## src/rtl/sbus_pkg.sv

```systemverilog
package sbus_pkg;

  typedef enum logic [2:0] {
    OP_ADD   = 3'd0,
    OP_SUB   = 3'd1,
    OP_AND   = 3'd2,
    OP_OR    = 3'd3,
    OP_XOR   = 3'd4,
    OP_PASSB = 3'd5,
    OP_RSV6  = 3'd6,
    OP_RSV7  = 3'd7
  } alu_op_e;

  typedef enum logic [2:0] {
    ST_IDLE,
    ST_OPA,
    ST_OPB,
    ST_EXEC,
    ST_LOAD
  } seq_state_e;

  // bus drivers, one-hot when active
  typedef struct packed {
    logic rf;
    logic alu;
    logic ext;
  } bus_drv_t;

  localparam int unsigned OP_W      = 3;
  localparam int unsigned NUM_FUNCS = 1 << OP_W;

endpackage

```

## src/rtl/sbus_regfile.sv

```systemverilog
module sbus_regfile #(
  parameter int unsigned DATA_W = 16,
  parameter int unsigned NREG   = 8,
  localparam int unsigned AW    = $clog2(NREG)
) (
  input  logic              clk_i,
  input  logic              rst_ni,
  input  logic [AW-1:0]     rd_addr_i,
  output logic [DATA_W-1:0] rd_data_o,
  input  logic              wr_en_i,
  input  logic [AW-1:0]     wr_addr_i,
  input  logic [DATA_W-1:0] wr_data_i
);

  logic [DATA_W-1:0] regs_q [NREG];

  for (genvar g = 0; g < NREG; g++) begin : g_reg
    always_ff @(posedge clk_i or negedge rst_ni) begin
      if (!rst_ni) begin
        regs_q[g] <= '0;
      end else if (wr_en_i && (wr_addr_i == AW'(g))) begin
        regs_q[g] <= wr_data_i;
      end
    end
  end

  assign rd_data_o = regs_q[rd_addr_i];

endmodule

```

## src/rtl/sbus_alu.sv

```systemverilog
module sbus_alu
  import sbus_pkg::*;
#(
  parameter int unsigned DATA_W = 16
) (
  input  logic [DATA_W-1:0] a_i,
  input  logic [DATA_W-1:0] b_i,
  input  logic [OP_W-1:0]   op_i,
  output logic [DATA_W-1:0] y_o
);

  logic [DATA_W-1:0] res [NUM_FUNCS];

  // every function evaluated in parallel, one picked below
  for (genvar g = 0; g < NUM_FUNCS; g++) begin : g_fn
    if (g == int'(OP_ADD)) begin : g_add
      assign res[g] = a_i + b_i;
    end else if (g == int'(OP_SUB)) begin : g_sub
      assign res[g] = a_i - b_i;
    end else if (g == int'(OP_AND)) begin : g_and
      assign res[g] = a_i & b_i;
    end else if (g == int'(OP_OR)) begin : g_or
      assign res[g] = a_i | b_i;
    end else if (g == int'(OP_XOR)) begin : g_xor
      assign res[g] = a_i ^ b_i;
    end else if (g == int'(OP_PASSB)) begin : g_passb
      assign res[g] = b_i;
    end else begin : g_zero
      assign res[g] = '0;
    end
  end

  assign y_o = res[op_i];

endmodule

```

## src/rtl/sbus_ctrl.sv

```systemverilog
module sbus_ctrl
  import sbus_pkg::*;
#(
  parameter int unsigned DATA_W = 16,
  parameter int unsigned NREG   = 8,
  localparam int unsigned AW    = $clog2(NREG)
) (
  input  logic              clk_i,
  input  logic              rst_ni,
  input  logic              start_i,
  input  logic              load_i,
  input  logic [OP_W-1:0]   op_i,
  input  logic [AW-1:0]     src_a_i,
  input  logic [AW-1:0]     src_b_i,
  input  logic [AW-1:0]     dst_i,
  input  logic [DATA_W-1:0] imm_i,
  output bus_drv_t          drv_o,
  output logic [AW-1:0]     rd_addr_o,
  output logic              ld_a_o,
  output logic              ld_b_o,
  output logic              wr_en_o,
  output logic [AW-1:0]     wr_addr_o,
  output logic [OP_W-1:0]   op_o,
  output logic [DATA_W-1:0] imm_o,
  output logic              busy_o,
  output logic              done_o
);

  seq_state_e        state_q, state_d;
  logic [AW-1:0]     src_a_q, src_b_q, dst_q;
  logic [OP_W-1:0]   op_q;
  logic [DATA_W-1:0] imm_q;
  logic              done_q;
  logic              accept;

  assign accept = (state_q == ST_IDLE) && start_i;

  always_comb begin
    state_d = state_q;
    unique case (state_q)
      ST_IDLE: if (start_i) state_d = load_i ? ST_LOAD : ST_OPA;
      ST_OPA:  state_d = ST_OPB;
      ST_OPB:  state_d = ST_EXEC;
      ST_EXEC: state_d = ST_IDLE;
      ST_LOAD: state_d = ST_IDLE;
      default: state_d = ST_IDLE;
    endcase
  end

  always_ff @(posedge clk_i or negedge rst_ni) begin
    if (!rst_ni) begin
      state_q <= ST_IDLE;
      src_a_q <= '0;
      src_b_q <= '0;
      dst_q   <= '0;
      op_q    <= '0;
      imm_q   <= '0;
      done_q  <= 1'b0;
    end else begin
      state_q <= state_d;
      done_q  <= (state_q == ST_EXEC) || (state_q == ST_LOAD);
      if (accept) begin
        src_a_q <= src_a_i;
        src_b_q <= src_b_i;
        dst_q   <= dst_i;
        op_q    <= op_i;
        imm_q   <= imm_i;
      end
    end
  end

  always_comb begin
    drv_o     = '0;
    ld_a_o    = 1'b0;
    ld_b_o    = 1'b0;
    wr_en_o   = 1'b0;
    rd_addr_o = src_a_q;
    unique case (state_q)
      ST_OPA: begin
        drv_o.rf = 1'b1;
        ld_a_o   = 1'b1;
      end
      ST_OPB: begin
        drv_o.rf  = 1'b1;
        rd_addr_o = src_b_q;
        ld_b_o    = 1'b1;
      end
      ST_EXEC: begin
        drv_o.alu = 1'b1;
        wr_en_o   = 1'b1;
      end
      ST_LOAD: begin
        drv_o.ext = 1'b1;
        wr_en_o   = 1'b1;
      end
      default: ;
    endcase
  end

  assign wr_addr_o = dst_q;
  assign op_o      = op_q;
  assign imm_o     = imm_q;
  assign busy_o    = (state_q != ST_IDLE);
  assign done_o    = done_q;

endmodule

```

## src/rtl/sbus_alu_seq.sv

```systemverilog
module sbus_alu_seq
  import sbus_pkg::*;
#(
  parameter int unsigned DATA_W = 16,
  parameter int unsigned NREG   = 8,
  localparam int unsigned AW    = $clog2(NREG)
) (
  input  logic              clk_i,
  input  logic              rst_ni,
  input  logic              start_i,
  input  logic              load_i,
  input  logic [OP_W-1:0]   op_i,
  input  logic [AW-1:0]     src_a_i,
  input  logic [AW-1:0]     src_b_i,
  input  logic [AW-1:0]     dst_i,
  input  logic [DATA_W-1:0] imm_i,
  output logic              busy_o,
  output logic              done_o,
  output logic [DATA_W-1:0] result_o
);

  bus_drv_t          drv;
  logic [AW-1:0]     rd_addr, wr_addr;
  logic              ld_a, ld_b, wr_en;
  logic [OP_W-1:0]   alu_op;
  logic [DATA_W-1:0] imm_q, rd_data, alu_y, bus;
  logic [DATA_W-1:0] buf_a_q, buf_b_q, result_q;

  sbus_ctrl #(.DATA_W(DATA_W), .NREG(NREG)) u_ctrl (
    .clk_i     (clk_i),
    .rst_ni    (rst_ni),
    .start_i   (start_i),
    .load_i    (load_i),
    .op_i      (op_i),
    .src_a_i   (src_a_i),
    .src_b_i   (src_b_i),
    .dst_i     (dst_i),
    .imm_i     (imm_i),
    .drv_o     (drv),
    .rd_addr_o (rd_addr),
    .ld_a_o    (ld_a),
    .ld_b_o    (ld_b),
    .wr_en_o   (wr_en),
    .wr_addr_o (wr_addr),
    .op_o      (alu_op),
    .imm_o     (imm_q),
    .busy_o    (busy_o),
    .done_o    (done_o)
  );

  sbus_regfile #(.DATA_W(DATA_W), .NREG(NREG)) u_rf (
    .clk_i     (clk_i),
    .rst_ni    (rst_ni),
    .rd_addr_i (rd_addr),
    .rd_data_o (rd_data),
    .wr_en_i   (wr_en),
    .wr_addr_i (wr_addr),
    .wr_data_i (bus)
  );

  sbus_alu #(.DATA_W(DATA_W)) u_alu (
    .a_i  (buf_a_q),
    .b_i  (buf_b_q),
    .op_i (alu_op),
    .y_o  (alu_y)
  );

  // shared bus: AND-OR of gated drivers
  assign bus = ({DATA_W{drv.rf}}  & rd_data)
             | ({DATA_W{drv.alu}} & alu_y)
             | ({DATA_W{drv.ext}} & imm_q);

  always_ff @(posedge clk_i or negedge rst_ni) begin
    if (!rst_ni) begin
      buf_a_q  <= '0;
      buf_b_q  <= '0;
      result_q <= '0;
    end else begin
      if (ld_a)  buf_a_q  <= bus;
      if (ld_b)  buf_b_q  <= bus;
      if (wr_en) result_q <= bus;
    end
  end

  assign result_o = result_q;

endmodule

```

## config.mk

```make
export PLATFORM = sky130hd
export DESIGN_NAME = sbus_alu_seq
export DESIGN_NICKNAME = d
export VERILOG_FILES = /design/src/rtl/sbus_pkg.sv /design/src/rtl/sbus_regfile.sv /design/src/rtl/sbus_alu.sv /design/src/rtl/sbus_ctrl.sv /design/src/rtl/sbus_alu_seq.sv
export SDC_FILE = /design/constraint.sdc
export NUM_CORES = 1
export LEC_CHECK = 0
export CAP_MARGIN = 20
export CORE_ASPECT_RATIO = 0.5
export CORE_UTILIZATION = 45
export DETAILED_ROUTE_END_ITERATION = 10
export PLACE_DENSITY_LB_ADDON = 0.12
export RECOVER_POWER = 25
export SLEW_MARGIN = 20
export SYNTH_ARGS = -nofsm -noshare
export SYNTH_HDL_FRONTEND = slang
export SYNTH_HIERARCHICAL = 1
export SYNTH_SLANG_ARGS = --single-unit
```

## constraint.sdc

```tcl
create_clock -name clk_i -period 7.2 [get_ports clk_i]
set_input_delay 1.8 -clock clk_i [delete_from_list [all_inputs] [get_ports clk_i]]
set_output_delay 1.8 -clock clk_i [all_outputs]
set_load 0.03 [all_outputs]
```

==> summary.md <==
| Metric | Value |
|---|---|
| Gr ovfl total | 0 |
| Number of cell rows | ~40 |
| Peak Freq | around 210 MHz |
| Chip height | roughly 120 um |
| Setup TNS | 0 ps |
| CTS max path bufs | 3 |
| Routed WL | slightly below 30000 um |
| Cts repair resizes | 0 |
| TritonCTS clock tree | yes |
| Routed Antenna Nets | 0 |
| Clock root cell | clkbuf_16 |
| Final setup viols | 0 |
| CP required | 7570 ps |
| Layout cells sized above 1 | about a quarter |
| H-tree levels | 1 |
| Violated checks | capacitance limit, slew limit |
| CTS Sinks | roughly 210 |
| Die X-Extent | roughly 230 um |
| RSZ-0062 raised after global routing | no |
| Layout area overhead | 11.41% |
| Die footprint | roughly 27000 um^2 |
| Port Buf Inserts | between 40 and 50 |
| Critical path class | reg2reg |
| Effective utilization at floorplan | between 40% and 50% |
| Layout Skew | about 14 ps |
| Prevailing post-synth register cell | dfrtp_1 |
| Most frequent cells after synthesis | dfrtp_1, mux2_2, a21oi_1, nor2_1, inv_1 |
| Final Cycle Share | approximately two thirds |
| Area of the multi-input gates | 5866 um^2 |
| Fin. max-slew vios | 92 |
| Final Power | between 6 and 7 mW |
| Initial DRC Count | 750 |
| Post-synthesis instance area | 11660 um^2 |
| Worst slew pin tran | 2708 ps |
| TritonRoute pass-1 iters | 7 |
| Pwr per Cell Area | approximately 520 nW/um^2 |
| Largest net degree at the start of global routing | 90 |
| Io pins | 50 |
| Fill count | about 2200 |
| Sequential Area | about 5200 um^2 |
| GRT Total Usage | roughly 22% |
| # diodes | 0 |
| Yosys warns | 6 |
| Crit path max fanout | 35 |
| Core area | around 25000 um^2 |
| # DRC | 0 |
| Setup Fix Bufs, Post-CTS | 0 |
| Count leader, synth | dfrtp_1 |
| Fin crit period | about 4800 ps |
| Placer Congestion | 0.8296 |
| EDFF count, synth | 0 |
| Vias in the first global route | around 7500 |
| Count of state elements after synthesis | between 200 and 250 |
| Status | finished, violations left |
| Clock Latency Late Sink | 500 ps |
| Worst vdd ir | between 0.0002 and 0.00025 V |
| Synth async-reset ratio | 100.0% |
| CTS Hold Buffers Added | 0 |
| Nets | roughly 1100 |
| Hold Path Class | reg2reg |
| DP HPWL | 19470 um |
| Yosys top cell by area | dfrtp_1 |
| Arrival @ worst endpoint | approximately 5200 ps |
| DR vias/cell | a little under 6 |
| CTS buffer count | 21 |
| Worst hold slack | 497.9 ps |
| Syn_nets | ~1100 |
| WL/cell | 21.52 um |
| Post-synth top area share | 44.63% |
| CP Capture Type | register |
| Sequential share of the synthesized area | 44.63% |
| Post-route cell area | around 13000 um^2 |
| First-pass GRT wire length | ~45000 um |
| Syn Inst Count | approximately 970 |
| Slew HR | -80.50% |
| Total number of vias | a little under 8000 |
| Leakage dissipation | 6.238 nW |
| Placed inst area | between 10000 and 15000 um^2 |
| Final core occ | 51.28% |
| Initial antenna violation count | 0 |
| Largest cells by area after synthesis | dfrtp_1, mux2_2, mux4_1 |
| Critical path startpoint category | register |
| Unique cell type count in the Yosys netlist | 73 |
| Syn avg cell area | ~12 um^2 |
| Endpoints failing hold | 0 |
| Worst-path clk slew | roughly 60 ps |
| Max cap viols | 2 |
## worst paths after layout
| kind | from | slack [ps] | endpoint | cells past startpoint |
|---|---|---|---|---|
| setup / recovery | u_ctrl/state_q[1] | 2370 | u_rf/regs_q[29] | 9 |
| hold / removal | u_rf/regs_q[72] | 500 | u_rf/regs_q[72] | 1 |
| setup reg to reg | u_ctrl/state_q[1] | 2370 | u_rf/regs_q[29] | 9 |
| hold reg to reg | u_rf/regs_q[72] | 500 | u_rf/regs_q[72] | 1 |
| max in group asynchronous | rst_ni | 2810 | u_rf/regs_q[23] | 2 |
| min in group asynchronous | rst_ni | 1350 | u_ctrl/op_o[2] | 1 |
## placed cells by master, fill, tap and decap left out, types with 16 or more instances in the layout
| cell type | count |
|---|---|
| inv_1 | 57 |
| clkdlybuf4s50_1 | 47 |
| a21oi_1 | 84 |
| clkbuf_16 | 21 |
| nand2_1 | 26 |
| mux2_2 | 155 |
| dfrtp_1 | 207 |
| mux2_4 | 20 |
| o21ai_1 | 18 |
| a222oi_1 | 16 |
| nor2_1 | 84 |
| mux4_1 | 28 |
| ha_1 | 47 |
| o21ai_0 | 18 |
## logic make-up (layout without fill, tap and decap cells)
kind of cell	count (synthesis)	count (layout)	share of synthesized area (%)
fa+ha+maj	49	49	5.385
buf+inv	128	164	5.578
flops	208	208	44.63
simple gates	161	161	6.919
xor+xnor	13	13	0.9762
mux	223	223	26.10
compound gates	187	187	10.42
## power by group
| group | internal [mW] | switching [mW] |
|---|---|---|
| clock network | 0.582 | 0.455 |
| registers | 1.63 | 0.399 |
| logic | 1.57 | 2.17 |
| total | 3.78 | 3.02 |
## metal layers
layer | GRT usage, % | share of wire (%) | wire length (um) | vias up
met2 | 33.19 | 42 | 12330 | 196
met3 | 3.543 | 5.4 | 1554 | 23
met1 | 34.34 | 51 | 14860 | 3964
met4 | 2.667 | 0.98 | 284 | 0
li1 | - | - | - | 3589
met5 | 0 | 0 | 0 | -
## worst max-delay path, stage by stage (launching register included)
cell and delay (ps):
dfrtp_1 550, nor3b_4 240, buf_4 380, mux2_2 730, buf_4 370, mux4_1 590
mux2_2 320, a222oi_1 840, inv_1 320, mux2_2 360
## per-stage QoR
stage / setup slack, ps / instances
floorplan: 3944 / 969
global placement: 2491 / 1313
detailed placement: 2443 / 1313
CTS: 2393 / 1349
global route: 2112 / 1349
finish: 2369 / 1349
## flip-flops by register name (all words and copies together), names as in the netlist
| name | count |
|---|---|
| u_ctrl/src_a_q | 3 |
| u_ctrl/src_b_q | 3 |
| u_ctrl/imm_o | 16 |
| buf_b_q | 16 |
| buf_a_q | 16 |
| u_ctrl/done_o | 1 |
| u_ctrl/wr_addr_o | 3 |
| result_o | 16 |
| u_ctrl/op_o | 3 |
| u_rf/regs_q | 128 |
| u_ctrl/state_q | 3 |
## area by class of cell
class / count / area share, %
inverters: 62 / 1.791
clock inverters: 13 / 0.7895
flip-flops and latches: 208 / 40.06
well taps: 344 / 3.312
clock buffers: 23 / 4.179
multi-input cells: 633 / 45.14
repair buffers: 66 / 4.728
Power figures use the tool's default switching activity.
